===== src/rtl/ioc_pkg.sv =====
package ioc_pkg;
   localparam logic [7:0] OFS_TOP_STAT = 8'h00;
   localparam logic [7:0] OFS_TOP_EN   = 8'h04;
   localparam logic [7:0] OFS_SAMPLE   = 8'h40;
   localparam logic [7:0] OFS_DRV_VAL  = 8'h44;
   localparam logic [7:0] OFS_DRV_EN   = 8'h48;
   localparam logic [7:0] OFS_LVL_POL  = 8'h50;
   localparam logic [7:0] OFS_LVL_EN   = 8'h54;
   localparam logic [7:0] OFS_EDG_FLAG = 8'h58;
   localparam logic [7:0] OFS_EDG_EN   = 8'h5C;
   localparam logic [7:0] OFS_EDG_POL  = 8'h64;

   typedef struct packed {
      logic lvl_pol;
      logic lvl_en;
      logic edg_pol;
      logic edg_en;
   } pin_cfg_t;
endpackage


===== src/rtl/ioc_sync.sv =====
module ioc_sync #(
   parameter int W      = 16,
   parameter int STAGES = 2
) (
   input  logic         clk,
   input  logic         rst_n,
   input  logic [W-1:0] d,
   output logic [W-1:0] q
);
   localparam int LAST = STAGES - 1;

   if (STAGES < 2) begin : g_bad_stages
      $error("ioc_sync: STAGES must be at least 2");
   end

   logic [STAGES-1:0][W-1:0] chain;

   for (genvar s = 0; s < STAGES; s++) begin : g_stage
      if (s == 0) begin : g_first
         always_ff @(posedge clk or negedge rst_n) begin
            if (!rst_n) chain[s] <= '0;
            else        chain[s] <= d;
         end
      end else begin : g_next
         always_ff @(posedge clk or negedge rst_n) begin
            if (!rst_n) chain[s] <= '0;
            else        chain[s] <= chain[s-1];
         end
      end
   end

   assign q = chain[LAST];
endmodule


===== src/rtl/ioc_pin_slice.sv =====
module ioc_pin_slice
   import ioc_pkg::*;
(
   input  logic     clk,
   input  logic     rst_n,
   input  logic     smp,
   input  pin_cfg_t cfg,
   input  logic     clr,
   output logic     flag,
   output logic     pend
);
   logic prev;
   logic rise;
   logic fall;
   logic hit;
   logic lvl_act;

   always_ff @(posedge clk or negedge rst_n) begin
      if (!rst_n) prev <= 1'b0;
      else        prev <= smp;
   end

   assign rise = smp & ~prev;
   assign fall = ~smp & prev;
   assign hit  = cfg.edg_pol ? fall : rise;

   // a new edge takes precedence over a clear in the same cycle
   always_ff @(posedge clk or negedge rst_n) begin
      if (!rst_n)   flag <= 1'b0;
      else if (hit) flag <= 1'b1;
      else if (clr) flag <= 1'b0;
   end

   assign lvl_act = (smp ^ cfg.lvl_pol) & cfg.lvl_en;
   assign pend    = lvl_act | (flag & cfg.edg_en);


   edge_sets_flag_chk: assert property (@(posedge clk) disable iff (!rst_n)
      hit |=> flag);

   edge_beats_clear_chk: assert property (@(posedge clk) disable iff (!rst_n)
      (hit && clr) |=> flag);

   clear_drops_flag_chk: assert property (@(posedge clk) disable iff (!rst_n)
      (clr && !hit) |=> !flag);

   flag_holds_chk: assert property (@(posedge clk) disable iff (!rst_n)
      (flag && !clr) |=> flag);
endmodule


===== src/rtl/ioc_gpio_irq.sv =====
module ioc_gpio_irq
   import ioc_pkg::*;
#(
   parameter int NPINS       = 16,
   parameter int DW          = 32,
   parameter int AW          = 8,
   parameter int SYNC_STAGES = 2
) (
   input  logic             clk,
   input  logic             rst_n,
   input  logic [AW-1:0]    reg_addr,
   input  logic             reg_wr,
   input  logic [DW-1:0]    reg_wdata,
   output logic [DW-1:0]    reg_rdata,
   input  logic [NPINS-1:0] pin_in,
   output logic [NPINS-1:0] pin_out,
   output logic [NPINS-1:0] pin_oe,
   output logic             irq
);
   localparam int OFS_W = 8;

   if (NPINS < 1 || NPINS > 32) begin : g_bad_npins
      $error("ioc_gpio_irq: NPINS must be in 1..32");
   end
   if (DW < NPINS) begin : g_bad_dw
      $error("ioc_gpio_irq: DW must cover NPINS");
   end
   if (AW < OFS_W) begin : g_bad_aw
      $error("ioc_gpio_irq: AW must be at least 8");
   end

   logic [OFS_W-1:0] ofs;
   logic             hi_zero;
   logic [NPINS-1:0] smp;
   logic [NPINS-1:0] drv_val;
   logic [NPINS-1:0] drv_en;
   logic [NPINS-1:0] lvl_pol;
   logic [NPINS-1:0] lvl_en;
   logic [NPINS-1:0] edg_pol;
   logic [NPINS-1:0] edg_en;
   logic [NPINS-1:0] flag;
   logic [NPINS-1:0] pend;
   logic [NPINS-1:0] clr;
   logic             top_en;
   logic             summary;
   logic             wr_flag;

   assign ofs = reg_addr[OFS_W-1:0];

   if (AW > OFS_W) begin : g_hi
      assign hi_zero = (reg_addr[AW-1:OFS_W] == '0);
   end else begin : g_nohi
      assign hi_zero = 1'b1;
   end

   ioc_sync #(.W(NPINS), .STAGES(SYNC_STAGES)) u_sync (
      .clk  (clk),
      .rst_n(rst_n),
      .d    (pin_in),
      .q    (smp)
   );

   always_ff @(posedge clk or negedge rst_n) begin
      if (!rst_n) begin
         drv_val <= '0;
         drv_en  <= '0;
         lvl_pol <= '0;
         lvl_en  <= '0;
         edg_pol <= '0;
         edg_en  <= '0;
         top_en  <= 1'b0;
      end else if (reg_wr && hi_zero) begin
         case (ofs)
            OFS_DRV_VAL: drv_val <= reg_wdata[NPINS-1:0];
            OFS_DRV_EN:  drv_en  <= reg_wdata[NPINS-1:0];
            OFS_LVL_POL: lvl_pol <= reg_wdata[NPINS-1:0];
            OFS_LVL_EN:  lvl_en  <= reg_wdata[NPINS-1:0];
            OFS_EDG_POL: edg_pol <= reg_wdata[NPINS-1:0];
            OFS_EDG_EN:  edg_en  <= reg_wdata[NPINS-1:0];
            OFS_TOP_EN:  top_en  <= reg_wdata[0];
            default: ;
         endcase
      end
   end

   assign wr_flag = reg_wr && hi_zero && (ofs == OFS_EDG_FLAG);
   assign clr     = wr_flag ? reg_wdata[NPINS-1:0] : '0;

   for (genvar p = 0; p < NPINS; p++) begin : g_pin
      pin_cfg_t cfg;
      assign cfg.lvl_pol = lvl_pol[p];
      assign cfg.lvl_en  = lvl_en[p];
      assign cfg.edg_pol = edg_pol[p];
      assign cfg.edg_en  = edg_en[p];

      ioc_pin_slice u_slice (
         .clk  (clk),
         .rst_n(rst_n),
         .smp  (smp[p]),
         .cfg  (cfg),
         .clr  (clr[p]),
         .flag (flag[p]),
         .pend (pend[p])
      );
   end

   assign summary = |pend;

   always_ff @(posedge clk or negedge rst_n) begin
      if (!rst_n) irq <= 1'b0;
      else        irq <= summary & top_en;
   end

   assign pin_out = drv_val;
   assign pin_oe  = drv_en;

   always_comb begin
      reg_rdata = '0;
      if (hi_zero) begin
         case (ofs)
            OFS_TOP_STAT: reg_rdata[0]         = summary;
            OFS_TOP_EN:   reg_rdata[0]         = top_en;
            OFS_SAMPLE:   reg_rdata[NPINS-1:0] = smp;
            OFS_DRV_VAL:  reg_rdata[NPINS-1:0] = drv_val;
            OFS_DRV_EN:   reg_rdata[NPINS-1:0] = drv_en;
            OFS_LVL_POL:  reg_rdata[NPINS-1:0] = lvl_pol;
            OFS_LVL_EN:   reg_rdata[NPINS-1:0] = lvl_en;
            OFS_EDG_FLAG: reg_rdata[NPINS-1:0] = flag;
            OFS_EDG_EN:   reg_rdata[NPINS-1:0] = edg_en;
            OFS_EDG_POL:  reg_rdata[NPINS-1:0] = edg_pol;
            default: ;
         endcase
      end
   end


   irq_gated_chk: assert property (@(posedge clk) disable iff (!rst_n)
      !top_en |=> !irq);

   irq_follows_pend_chk: assert property (@(posedge clk) disable iff (!rst_n)
      (top_en && (pend != '0)) |=> irq);

   drive_write_chk: assert property (@(posedge clk) disable iff (!rst_n)
      (reg_wr && hi_zero && ofs == OFS_DRV_VAL) |=> (pin_out == $past(reg_wdata[NPINS-1:0])));

   enable_write_chk: assert property (@(posedge clk) disable iff (!rst_n)
      (reg_wr && hi_zero && ofs == OFS_DRV_EN) |=> (pin_oe == $past(reg_wdata[NPINS-1:0])));

   masked_quiet_chk: assert property (@(posedge clk) disable iff (!rst_n)
      (lvl_en == '0 && edg_en == '0) |-> (pend == '0));
endmodule


===== config.mk =====
export PLATFORM = sky130hd
export DESIGN_NAME = ioc_gpio_irq
export DESIGN_NICKNAME = d
export VERILOG_FILES = /design/src/rtl/ioc_pkg.sv /design/src/rtl/ioc_sync.sv /design/src/rtl/ioc_pin_slice.sv /design/src/rtl/ioc_gpio_irq.sv
export SDC_FILE = /design/constraint.sdc
export NUM_CORES = 1
export LEC_CHECK = 0
export ABC_AREA = 1
export BUFFER_PORTS_ARGS = -buffer_cell sky130_fd_sc_hd__buf_2
export CAP_MARGIN = 20
export CORE_MARGIN = 2
export CORE_UTILIZATION = 30
export DETAILED_ROUTE_END_ITERATION = 6
export PLACE_DENSITY = 0.57
export SLEW_MARGIN = 20
export SYNTH_ARGS = -nofsm -noshare
export SYNTH_HDL_FRONTEND = slang
export SYNTH_HIERARCHICAL = 1
export SYNTH_SLANG_ARGS = --single-unit
export TNS_END_PERCENT = 100

===== constraint.sdc =====
create_clock -name clk -period 3.11 [get_ports clk]
set_clock_uncertainty 0.05 [all_clocks]
set_input_delay 0.311 -clock clk [delete_from_list [all_inputs] [get_ports clk]]
set_output_delay 0.311 -clock clk [all_outputs]
set_load 0.05 [all_outputs]

Word-level counts from Yosys, hierarchy flattened
Cells that the tools add are included.

Bitwise logic cells: 129. Eq/ne operators: 9. Reduce and logical (&&, ||, !) cells: 26. Mux-type cells: 51.

Operators by type and width (number): $pmux 15 s8 (1); $and 1x1->1 (65); $eq 8x7->1 const B (8); $mux 1 (48); $not 1->1 (32); $reduce_bool 2->1 (16); $mux 16 (1); $or 1x1->1 (16); $reduce_or 16->1 (1); $xor 1x1->1 (16); $reduce_and 2->1 (7); $pmux 1 s10 (1); $eq 8x3->1 const B (1); $logic_not 8->1 (1); $logic_and 1x1->1 (1).

Output and inout bits: 65. Bits of input ports: 59. Flip-flop bits (word level): 162.

Depth between registers and ports, before layout
Gate-level depths: netlist (run 1).

Word-level depth: 5. Gate-level depth with buffers: 12. Mapped depth without buffers: 10.

Cells and area by module
Netlist (run 1), hierarchy kept.

By module, submodules not included: ioc_gpio_irq (sequential area each 2452.4 um^2, instances 1, area each 5131.2 um^2, cells each 683); ioc_pin_slice (sequential area each 50.0 um^2, instances 16, area each 106.4 um^2, cells each 15); ioc_sync (sequential area each 800.8 um^2, instances 1, area each 920.9 um^2, cells each 48).

Least setup slack after synthesis (run 1)
OpenSTA, ideal clock, no wires.

Path kind: input port to output port. From: input port reg_addr[7]. To: output port reg_rdata[13]. Slack: 1243 ps. Data arrival time: 1506 ps. Stages: 10. Buffers on the path: 2. Cell sequence: inv_1 > nand2_4 > nor2_8 > and2_1 > buf_4 > buf_4 > nand2_1 > nand2_1 > nor2_1 > nand2_1.

Cells in the longest elaborated chain, start to end: 2. Elaborated cells between the ends (all ways): 9. Classes of those cells: eq/ne: 8; mux: 1.

RTL lines: start: declaration (line ioc_gpio_irq.sv:11) `input logic [AW-1:0] reg_addr,`; $eq 8x7->1 (line ioc_gpio_irq.sv:120) `case (ofs)`; $pmux 15 s8 * (line ioc_gpio_irq.sv:120); end: declaration (line ioc_gpio_irq.sv:14) `output logic [DW-1:0] reg_rdata,`.

Mark *: on every way between the ends. The rest lies on a longest branch, timed or not.

Worst setup path in the final report (run 1)
From: register u_sync.chain (netlist bit u_sync/q[8]). To: output port reg_rdata[0].

Cells in the longest elaborated chain, start to end: 5.

RTL lines: start: declaration (line ioc_sync.sv:16) `logic [STAGES-1:0][W-1:0] chain;`; start signal: indexed assignment (line ioc_sync.sv:27) `else chain[s] <= chain[s-1];`; $xor 1x1->1 (line ioc_pin_slice.sv:34) `assign lvl_act = (smp ^ cfg.lvl_pol) & cfg.lvl_en;`; $and 1x1->1 (line ioc_pin_slice.sv:34); $or 1x1->1 (line ioc_pin_slice.sv:35) `assign pend = lvl_act | (flag & cfg.edg_en);`; net pend[8] (line ioc_gpio_irq.sv:42) `logic [NPINS-1:0] pend;`; $reduce_or 16->1 (line ioc_gpio_irq.sv:107) `assign summary = |pend;`; $pmux 1 s10 (line ioc_gpio_irq.sv:120).

The timed path passes the listed nets, and every way through them passes these cells.

==> flow_summary.yaml, run 1 <==
sta:
  min_period_ps: 2530
  fmax_mhz: 396
  setup_viol_count_final: 0
  rsz0062_at_grt: "no"
  holdWs_ps: 172
  worst_slew_pin_slew_ps: 744
  timing.max_slew.rel_slack: 0.502
  final_max_slew_viol_count: 0
  final_worst_path_cycle_share: 0.813
  timing_hold_violations_final: 0
  final.setup.tns_ps: 0
floorplanning:
  core_region_area_mm2: 0.0253
  ios: 124
  fp.dieW_um: 165
  floorplan.die.height_um: 165
  placementRows: 58
  floorplan.initialDensity: 0.307
  design.die.area_mm2: 0.0271
global_routing:
  grtUsageMet2: 0.245
  global_route_wire_length_before_repair_um: 32400
  pin_count_of_the_biggest_net_entering_global_routing: 61
  grt_use_met3: 0.0339
  grt_pass1_vias: 6043
  track_usage: 0.158
  antenna_violations_before_repair: 0
  gr-usage-met1: 0.217
  globalRoute.totalOverflow: 0
  busiest_layer: "met2"
pwr:
  vdd_ir_drop_max_v: 0.000334
  p_total_mw: 4.84
  power_leakage_nw: 4.66
  power.density_cell_area_mw_per_mm2: 528
worst_setup_path:
  crit_required_ps: 2750
  critical_path_peak_fanout: 5
  timing.critical_path.arrival_ps: 2170
  crit_path_launch_type: "flip-flop"
  critical-path-max-stage-delay_ps: 420
  timing.setup.critical_path_class: "flip-flop to output pin"
  timing.critical_path.to_type: "output pin"
  crit_chain: "inv_1 > nand2_1 > nand3_1 > nand2_1 > nor2_1 > nand2_1 > nor2_1 > nand2_1 > a21oi_1 > nand3_1 > buf_2"
  cp_common_cell: "sky130_fd_sc_hd__nand2_1"
  critical-path-slowest-cell: "sky130_fd_sc_hd__dfrtp_1"
logic_synthesis:
  netlist_instances: 971
  yosys.area.top_type: "sky130_fd_sc_hd__dfrtp_1"
  synth.ff_latch_count: 162
  synthXorXnorAreaFrac: 0
  synth-compound-area-share: 0.0639
  yosysMostFrequentCell: "sky130_fd_sc_hd__nand2_1"
  post_synth_most_frequent_cells: "322 x sky130_fd_sc_hd__nand2_1, 162 x sky130_fd_sc_hd__dfrtp_1, 128 x sky130_fd_sc_hd__nand3_1"
  synth_top_family_by_area: "simple AND/OR/NAND/NOR gates"
  synthArstFlopShare: 1.00
  synth_edf_count: 0
  synthesized_area_per_cell_um2: 7.99
  synth_cell_type_count: 23
  synth_sequential_area_ratio: 0.523
  yosys-mux-area-fraction: 0
  synth_adder_area_share: 0
  synth_simple_gate_area_frac: 0.311
  synth.top_cells.by_area: "sky130_fd_sc_hd__dfrtp_1 52%, sky130_fd_sc_hd__nand2_1 16%, sky130_fd_sc_hd__nand3_1 8.3%"
  yosys_warnings: 6
  ys.flop_type: "sky130_fd_sc_hd__dfrtp_1"
  mappedNetlistArea_mm2: 0.00775
  synthDominantCellAreaShare: 0.523
layout:
  drive_gt1_frac: 0.160
  fillers: 2649
  syn_to_final_growth_pct: 18.4
  antenna_cells_inserted: 0
  layout.nets: 1121
cts:
  clock-root-buffer: "sky130_fd_sc_hd__clkbuf_16"
  cts_made_buffers: 17
  cts_max_level: 4
  numClockSinks: 162
  tritoncts: "done"
  clk_transition_reported_paths_ps: 70
  ctsLongestPathBuffers: 2
  clk_latency_ps: 430
drt:
  detail_route.drc_violations: 0
  firstDrtPassIters: 5
  routed_wl_um: 20400
  via_count: 6423
  route.antenna.remaining_nets: 0
  avgRoutedWirePerCell_um: 14.5
  routed_via_density: 4.57
  drt-initial-drc-count: 395
worst_hold_path:
  hp-class: "primary input to flip-flop"
flow_run:
  max_cap_viol_count: 0
placed_design:
  gp_congestion: 0.791
  post-dp-hpwl_um: 13400
  port_buffers: 91
status:
  outcome: "completed"
through the flow:
step	util	std cells	setup slack (ps)	cell area, µm²
4_1_cts	0.363	1405	571	9180
5_1_grt	0.363	1405	359	9180
6_report	0.363	1405	582	9180
3_5_place_dp	0.333	1356	785	8410
2_1_floorplan	-	986	1240	7810
3_3_place_gp	0.333	1356	788	8410
cells by family after synthesis:
kind of cell	Yosys count
buffers and inverters	161
AND/OR/NAND/NOR	548
flip-flops	162
AO/OA/AOI/OAI	99
other	1
repair_timing:
item / 4_1_cts / 5_1_grt
hold buffers: 17 / 0
setup buffers: 0 / 0
endpoints found under the hold margin: 73 / 0
gates resized for setup: 0 / 0
worst max-delay path, delay by kind of cell (launching register included):
family,cells,cell delay [ps]
AO/OA/AOI/OAI,1,170
buffers and inverters,2,330
flip-flops,1,420
AND/OR/NAND/NOR,8,800
registers in the layout, indices dropped and copies added, names as in the netlist:
name                count
u_sync/q               16
pin_oe                 16
g_pin.u_slice/prev     16
lvl_pol                16
edg_pol                16
lvl_en                 16
g_pin.u_slice/flag     16
pin_out                16
top_en                  1
u_sync/chain           16
edg_en                 16
irq                     1
area by class of cell:
cell class	instances	area [µm²]	share of cell area
clock buffer	19	443	0.0483
timing repair buffer	127	812	0.0885
sequential	162	4050	0.442
tap	330	413	0.0450
inverter	91	342	0.0372
multi-input combinational	663	2960	0.323
clock inverter	13	150	0.0164
layout by cell type (no fill, tap or decap), drive strengths merged:
master / instances
nand3b: 16
buf: 110
dfrtp: 162
clkbuf: 19
inv: 96
and2: 2
dlygate4sd3: 17
clkinv: 5
bufinv: 2
a21oi: 2
conb: 16
nor2: 71
clkinvlp: 1
o21ai: 97
nand3: 130
nand2: 329
layer usage:
metal,wire length [µm],share of wire,vias up
met5,0,0,-
li1,-,-,3209
met3,1060,0.052,33
met1,9700,0.48,2997
met4,437,0.021,0
met2,9170,0.45,184
final timing paths:
path                                  from                     end  slack, ps  cells after the start
setup / recovery               u_sync/q[8]            reg_rdata[0]        580                     11
hold / removal               reg_wdata[14]              pin_oe[14]        170                      3
setup reg to reg               u_sync/q[8]                     irq       1690                      8
hold reg to reg            u_sync/chain[3]             u_sync/q[3]        290                      0
max in group asynchronous            rst_n  g_pin[12].u_slice/flag       1870                      3
min in group asynchronous            rst_n        u_sync/chain[10]        360                      2
where the power goes:
part	internal, mW	total [mW]	switching (mW)
registers	2.20	2.28	0.0771
logic	0.120	0.437	0.316
clock network	1.22	2.13	0.911
total	3.54	4.84	1.30
Note: power is estimated with default switching activity, not from simulation.
==> run 2: changes to the inputs <==
==> constraint.sdc (replaced) <==
create_clock -name clk -period 2.6 [get_ports clk]
set_clock_uncertainty 0.05 [all_clocks]
set_input_delay 0.26 -clock clk [delete_from_list [all_inputs] [get_ports clk]]
set_output_delay 0.26 -clock clk [all_outputs]
set_load 0.05 [all_outputs]
==> flow_summary.yaml, run 2 (synthesis results as in run 1) <==
status:
  outcome: "completed"
sta:
  setup_viol_count_final: 0
  fmax_mhz: 420
  final_max_slew_viol_count: 0
  final_worst_path_cycle_share: 0.916
  rsz0062_at_grt: "no"
  timing_hold_violations_final: 0
  min_period_ps: 2380
  worst_slew_pin_slew_ps: 758
  final.setup.tns_ps: 0
  timing.max_slew.rel_slack: 0.493
cts:
  cts.repair_timing.setup_buffer_count: 0
  cts_made_buffers: 17
  tritoncts: "done"
  clk_transition_reported_paths_ps: 60
  clock-root-buffer: "sky130_fd_sc_hd__clkbuf_16"
  ctsLongestPathBuffers: 2
  clk_latency_ps: 420
  cts_max_level: 4
  numClockSinks: 162
global_routing:
  grt_pass1_vias: 5933
  global_route_wire_length_before_repair_um: 32200
  antenna_violations_before_repair: 1
  track_usage: 0.156
  grt_use_met3: 0.0334
  grtUsageMet2: 0.246
  gr-usage-met1: 0.219
  busiest_layer: "met2"
  globalRoute.totalOverflow: 0
  pin_count_of_the_biggest_net_entering_global_routing: 64
pwr:
  power_leakage_nw: 4.65
  power.density_cell_area_mw_per_mm2: 614
  vdd_ir_drop_max_v: 0.000373
drt:
  routed_wl_um: 20400
  via_count: 6382
  drt-initial-drc-count: 464
  detail_route.drc_violations: 0
  firstDrtPassIters: 5
  avgRoutedWirePerCell_um: 14.5
  routed_via_density: 4.54
  route.antenna.remaining_nets: 0
layout:
  layout.nets: 1122
  syn_to_final_growth_pct: 18.0
  antenna_cells_inserted: 0
  final-seq-area_mm2: 0.00405
  multi_input_comb_area_mm2: 0.00297
  mostFrequentLayoutCells: "322 x sky130_fd_sc_hd__nand2_1, 162 x sky130_fd_sc_hd__dfrtp_1, 128 x sky130_fd_sc_hd__nand3_1"
  most_common_cell_after_layout_fill_and_taps_aside: "sky130_fd_sc_hd__nand2_1"
  finish.instance_area_mm2: 0.00915
  drive_gt1_frac: 0.161
  fillers: 2656
worst_setup_path:
  timing.critical_path.arrival_ps: 2070
  timing.critical_path.to_type: "output pin"
  worst_r2r_startpoint: "u_sync/q[7]"
  critical-path-slowest-cell: "sky130_fd_sc_hd__dfrtp_1"
  crit_required_ps: 2290
  worstSetupStartpoint: "u_sync/q[7]"
  critical_path_peak_fanout: 5
  critical-path-max-stage-delay_ps: 430
  timing.setup.critical_path_class: "flip-flop to output pin"
  crit_path_launch_type: "flip-flop"
  crit_chain: "inv_1 > nand2_1 > nand3_1 > nand2_1 > nor2_1 > nand2_1 > nor2_1 > nand2_1 > a21oi_1 > nand3_1 > buf_2"
  cp_common_cell: "sky130_fd_sc_hd__nand2_1"
floorplanning:
  ios: 124
  design.die.area_mm2: 0.0271
  placementRows: 58
  floorplan.initialDensity: 0.307
  floorplan.die.height_um: 165
  core_region_area_mm2: 0.0253
  fp.dieW_um: 165
worst_hold_path:
  min_from: "reg_wdata[14]"
  hp-class: "primary input to flip-flop"
placed_design:
  port_buffers: 91
  post-dp-hpwl_um: 13600
  place_area_mm2: 0.00842
  gp_congestion: 0.775
flow_run:
  max_cap_viol_count: 0
run 2: cell types whose count changed in the layout (fill, tap and decap cells not counted), sizes merged:
cell and change:
buf +1, clkinv +1, clkinvlp +2, clkbuf +1, bufinv -1, inv -3
run 2: final timing paths:
kind	endpoint	slack, ps	depth (start not counted)
min	pin_oe[14]	140	3
max reg2reg	irq	1230	8
max	reg_rdata[0]	220	11
max in group asynchronous	lvl_pol[4]	1460	3
min in group asynchronous	u_sync/chain[10]	310	2
min reg2reg	u_sync/q[3]	290	0
run 2: cell type report:
cell class              instances  area share
inverters                      91      0.0373
clock inverters                12      0.0118
clock buffers                  20      0.0488
repair buffers                128      0.0896
multi-input cells             663       0.324
flip-flops and latches        162       0.443
well taps                     330      0.0451
run 2: per-stage QoR:
stage	util	hold WS (ps)	instances	setup WS, ps	power [mW]
floorplan	-	-85.6	986	794	3.11
global placement	0.333	221	1357	441	3.27
detailed placement	0.333	219	1357	406	3.28
CTS	0.362	129	1406	132	5.69
global route	0.362	135	1406	50.1	5.86
finish	0.362	138	1406	219	5.62
run 2: routing by layer:
| layer | up-vias | part of all wire |
|---|---|---|
| met5 | - | 0.00078 |
| met4 | 2 | 0.0088 |
| met3 | 15 | 0.051 |
| met2 | 171 | 0.46 |
| met1 | 2993 | 0.48 |
| li1 | 3201 | - |
run 2: what timing repair did:
| item | in CTS | in global routing |
|---|---|---|
| resized for setup | 0 | 1 |
| hold endpoints to repair | 68 | 0 |
| hold buffers | 17 | 0 |
| setup endpoints to repair | 0 | 1 |
run 2: power by group:
group	switching, mW	total, mW	internal, mW
combinational	0.378	0.525	0.147
clock	1.03	2.37	1.34
sequential	0.0933	2.73	2.63
run 2: worst max-delay path, delay by kind of cell, from the launching register on:
family | cells | cell delay, ps
flip-flops | 1 | 430
buffers and inverters | 2 | 330
AO/OA/AOI/OAI | 1 | 150
AND/OR/NAND/NOR | 8 | 740
==> run 3: changes to the inputs <==
--- a/config.mk
+++ b/config.mk
@@ -11,8 +11,9 @@
 export CORE_MARGIN = 2
 export CORE_UTILIZATION = 30
 export DETAILED_ROUTE_END_ITERATION = 6
+export MAX_ROUTING_LAYER = met4
 export PLACE_DENSITY = 0.57
-export SLEW_MARGIN = 20
+export SLEW_MARGIN = 5
 export SYNTH_ARGS = -nofsm -noshare
 export SYNTH_HDL_FRONTEND = slang
 export SYNTH_HIERARCHICAL = 1
==> constraint.sdc (replaced) <==
create_clock -name clk -period 2.6 [get_ports clk]
set_clock_uncertainty 0.05 [all_clocks]
set_input_delay 0.52 -clock clk [delete_from_list [all_inputs] [get_ports clk]]
set_output_delay 0.52 -clock clk [all_outputs]
set_load 0.05 [all_outputs]
==> flow_summary.yaml, run 3 (synthesis results as in run 1) <==
global_routing:
  grt_pass1_vias: 5803
  track_usage: 0.161
  globalRoute.totalOverflow: 0
  pin_count_of_the_biggest_net_entering_global_routing: 66
  global_route_wire_length_before_repair_um: 32100
  antenna_violations_before_repair: 1
cts:
  clock-root-buffer: "sky130_fd_sc_hd__clkbuf_16"
  ctsLongestPathBuffers: 2
  clk_transition_reported_paths_ps: 60
  numClockSinks: 162
  tritoncts: "done"
  clk_latency_ps: 430
  cts_max_level: 4
  cts_made_buffers: 17
  cts-hold-fix-buffers: 0
layout:
  layout.nets: 1120
  layout.core_utilization: 0.369
  syn_to_final_growth_pct: 20.0
  drive_gt1_frac: 0.195
  most_common_cell_after_layout_fill_and_taps_aside: "sky130_fd_sc_hd__nand2_1"
  multi_input_comb_area_mm2: 0.00300
  fin_cells: 1405
  fillers: 2617
  mostFrequentLayoutCells: "322 x sky130_fd_sc_hd__nand2_1, 157 x sky130_fd_sc_hd__dfrtp_1, 124 x sky130_fd_sc_hd__nand3_1"
  final-seq-area_mm2: 0.00406
drt:
  detail_route.drc_violations: 0
  met2RoutedLength_um: 9210
  routed_via_density: 4.56
  route.antenna.remaining_nets: 0
  routed_wl_um: 20500
  drt-initial-drc-count: 381
  via_count: 6405
  firstDrtPassIters: 4
  route.met3.wl_um: 970
  dr.max_layer_used: "met4"
  avgRoutedWirePerCell_um: 14.6
  met1_length_um: 10100
pwr:
  vdd_ir_drop_max_v: 0.000423
  power.density_cell_area_mw_per_mm2: 621
  sw_frac_of_total: 0.268
  power_frac_comb: 0.093
  internal_power_mw: 4.23
  power_leakage_nw: 4.71
  clkPwrFrac: 0.435
  switching_power_mw: 1.55
  p_total_mw: 5.78
  sequentialPowerShare: 0.471
sta:
  worst_slew_pin_slew_ps: 674
  setup_viol_count_final: 0
  timing.max_slew.rel_slack: 0.551
  final_worst_path_cycle_share: 0.987
  final_max_slew_viol_count: 0
  timing_hold_violations_final: 0
  holdWs_ps: 51.6
  fmax_mhz: 390
  min_period_ps: 2570
  final.setup.tns_ps: 0
  rsz0062_at_grt: "yes"
floorplanning:
  placementRows: 58
  design.die.area_mm2: 0.0271
  floorplan.die.height_um: 165
  floorplan.initialDensity: 0.307
  core_region_area_mm2: 0.0253
  ios: 124
  fp.dieW_um: 165
placed_design:
  gp_congestion: 0.779
  post-dp-hpwl_um: 13800
  numPlacedInstances: 1363
  port_buffers: 91
flow_run:
  max_cap_viol_count: 0
worst_setup_path:
  critical_path_peak_fanout: 5
  timing.setup.critical_path_class: "flip-flop to output pin"
  timing.reg2reg.worst_path_depth: 8
  rrSetupSlack_ps: 1260
  crit_path_launch_type: "flip-flop"
  timing.critical_path.to_type: "output pin"
  timing.critical_path.arrival_ps: 2000
  crit_required_ps: 2030
status:
  outcome: "completed"
worst_hold_path:
  hp-class: "primary input to asynchronous set/reset pin"
-- run 3: cell types whose count changed in the layout (fill, tap and decap cells not counted), sizes merged --
cell,previous run,this run
dlygate4sd3,17,0
buf,111,124
inv,93,95
bufinv,1,2
clkinvlp,3,2
diode,0,1
-- run 3: critical path: stages, from the launching register on --
cell and delay (ps):
sky130_fd_sc_hd__dfrtp_2 440, sky130_fd_sc_hd__inv_2 60, sky130_fd_sc_hd__nand2_1 60, sky130_fd_sc_hd__nand3_2 60
sky130_fd_sc_hd__nand2_1 50, sky130_fd_sc_hd__nor2_1 110, sky130_fd_sc_hd__nand2_1 80, sky130_fd_sc_hd__nor2_2 170
sky130_fd_sc_hd__nand2_1 90, sky130_fd_sc_hd__a21oi_2 150, sky130_fd_sc_hd__nand3_2 120, sky130_fd_sc_hd__buf_8 170
-- run 3: path summary, 6_finish.rpt --
check	from	end
hold reg to reg	u_sync/chain[11]	u_sync/q[11]
hold / removal	rst_n	u_sync/chain[8]
max in group asynchronous	rst_n	u_sync/q[5]
setup / recovery	u_sync/q[12]	reg_rdata[0]
min in group clk	pin_in[10]	u_sync/chain[10]
setup reg to reg	u_sync/q[12]	irq
-- run 3: through the flow --
step,setup slack [ps],instance area [µm²]
floorplan,315,7810
global placement,74.1,8590
finish,34.0,9310
CTS,9.40,9240
global route,-97.8,9310
detailed placement,60.5,8590
-- run 3: per-layer routing --
metal / track usage / up-vias
met4: 0.0538 / 0
met1: 0.223 / 3023
met3: 0.0261 / 25
li1: - / 3204
met2: 0.242 / 153
met5: - / -
-- run 3: cell type report --
cell class	count	area share
Antenna cell	1	0.000269
Clock buffer	18	0.0472
Clock inverter	14	0.0163
Inverter	91	0.0367
Multi-Input combinational cell	663	0.322
Sequential cell	162	0.436
Tap cell	330	0.0444
Timing Repair Buffer	126	0.0969
-- run 3: timing repair --
item                       in CTS  in global routing
buffers inserted                6                  3
pin swaps                       2                 12
gates cloned                    0                  0
setup endpoints to repair       1                  7
gates resized for setup         6                 19
-- run 3: power groups by stage --
stage                     clock (mW)  sequential (mW)  combinational (mW)
after floorplan                    0             2.82               0.290
after global placement             0             2.77               0.517
after detailed placement           0             2.77               0.525
after CTS                       2.58             2.72               0.540
after global routing            2.68             2.74               0.601
final                           2.52             2.73               0.540
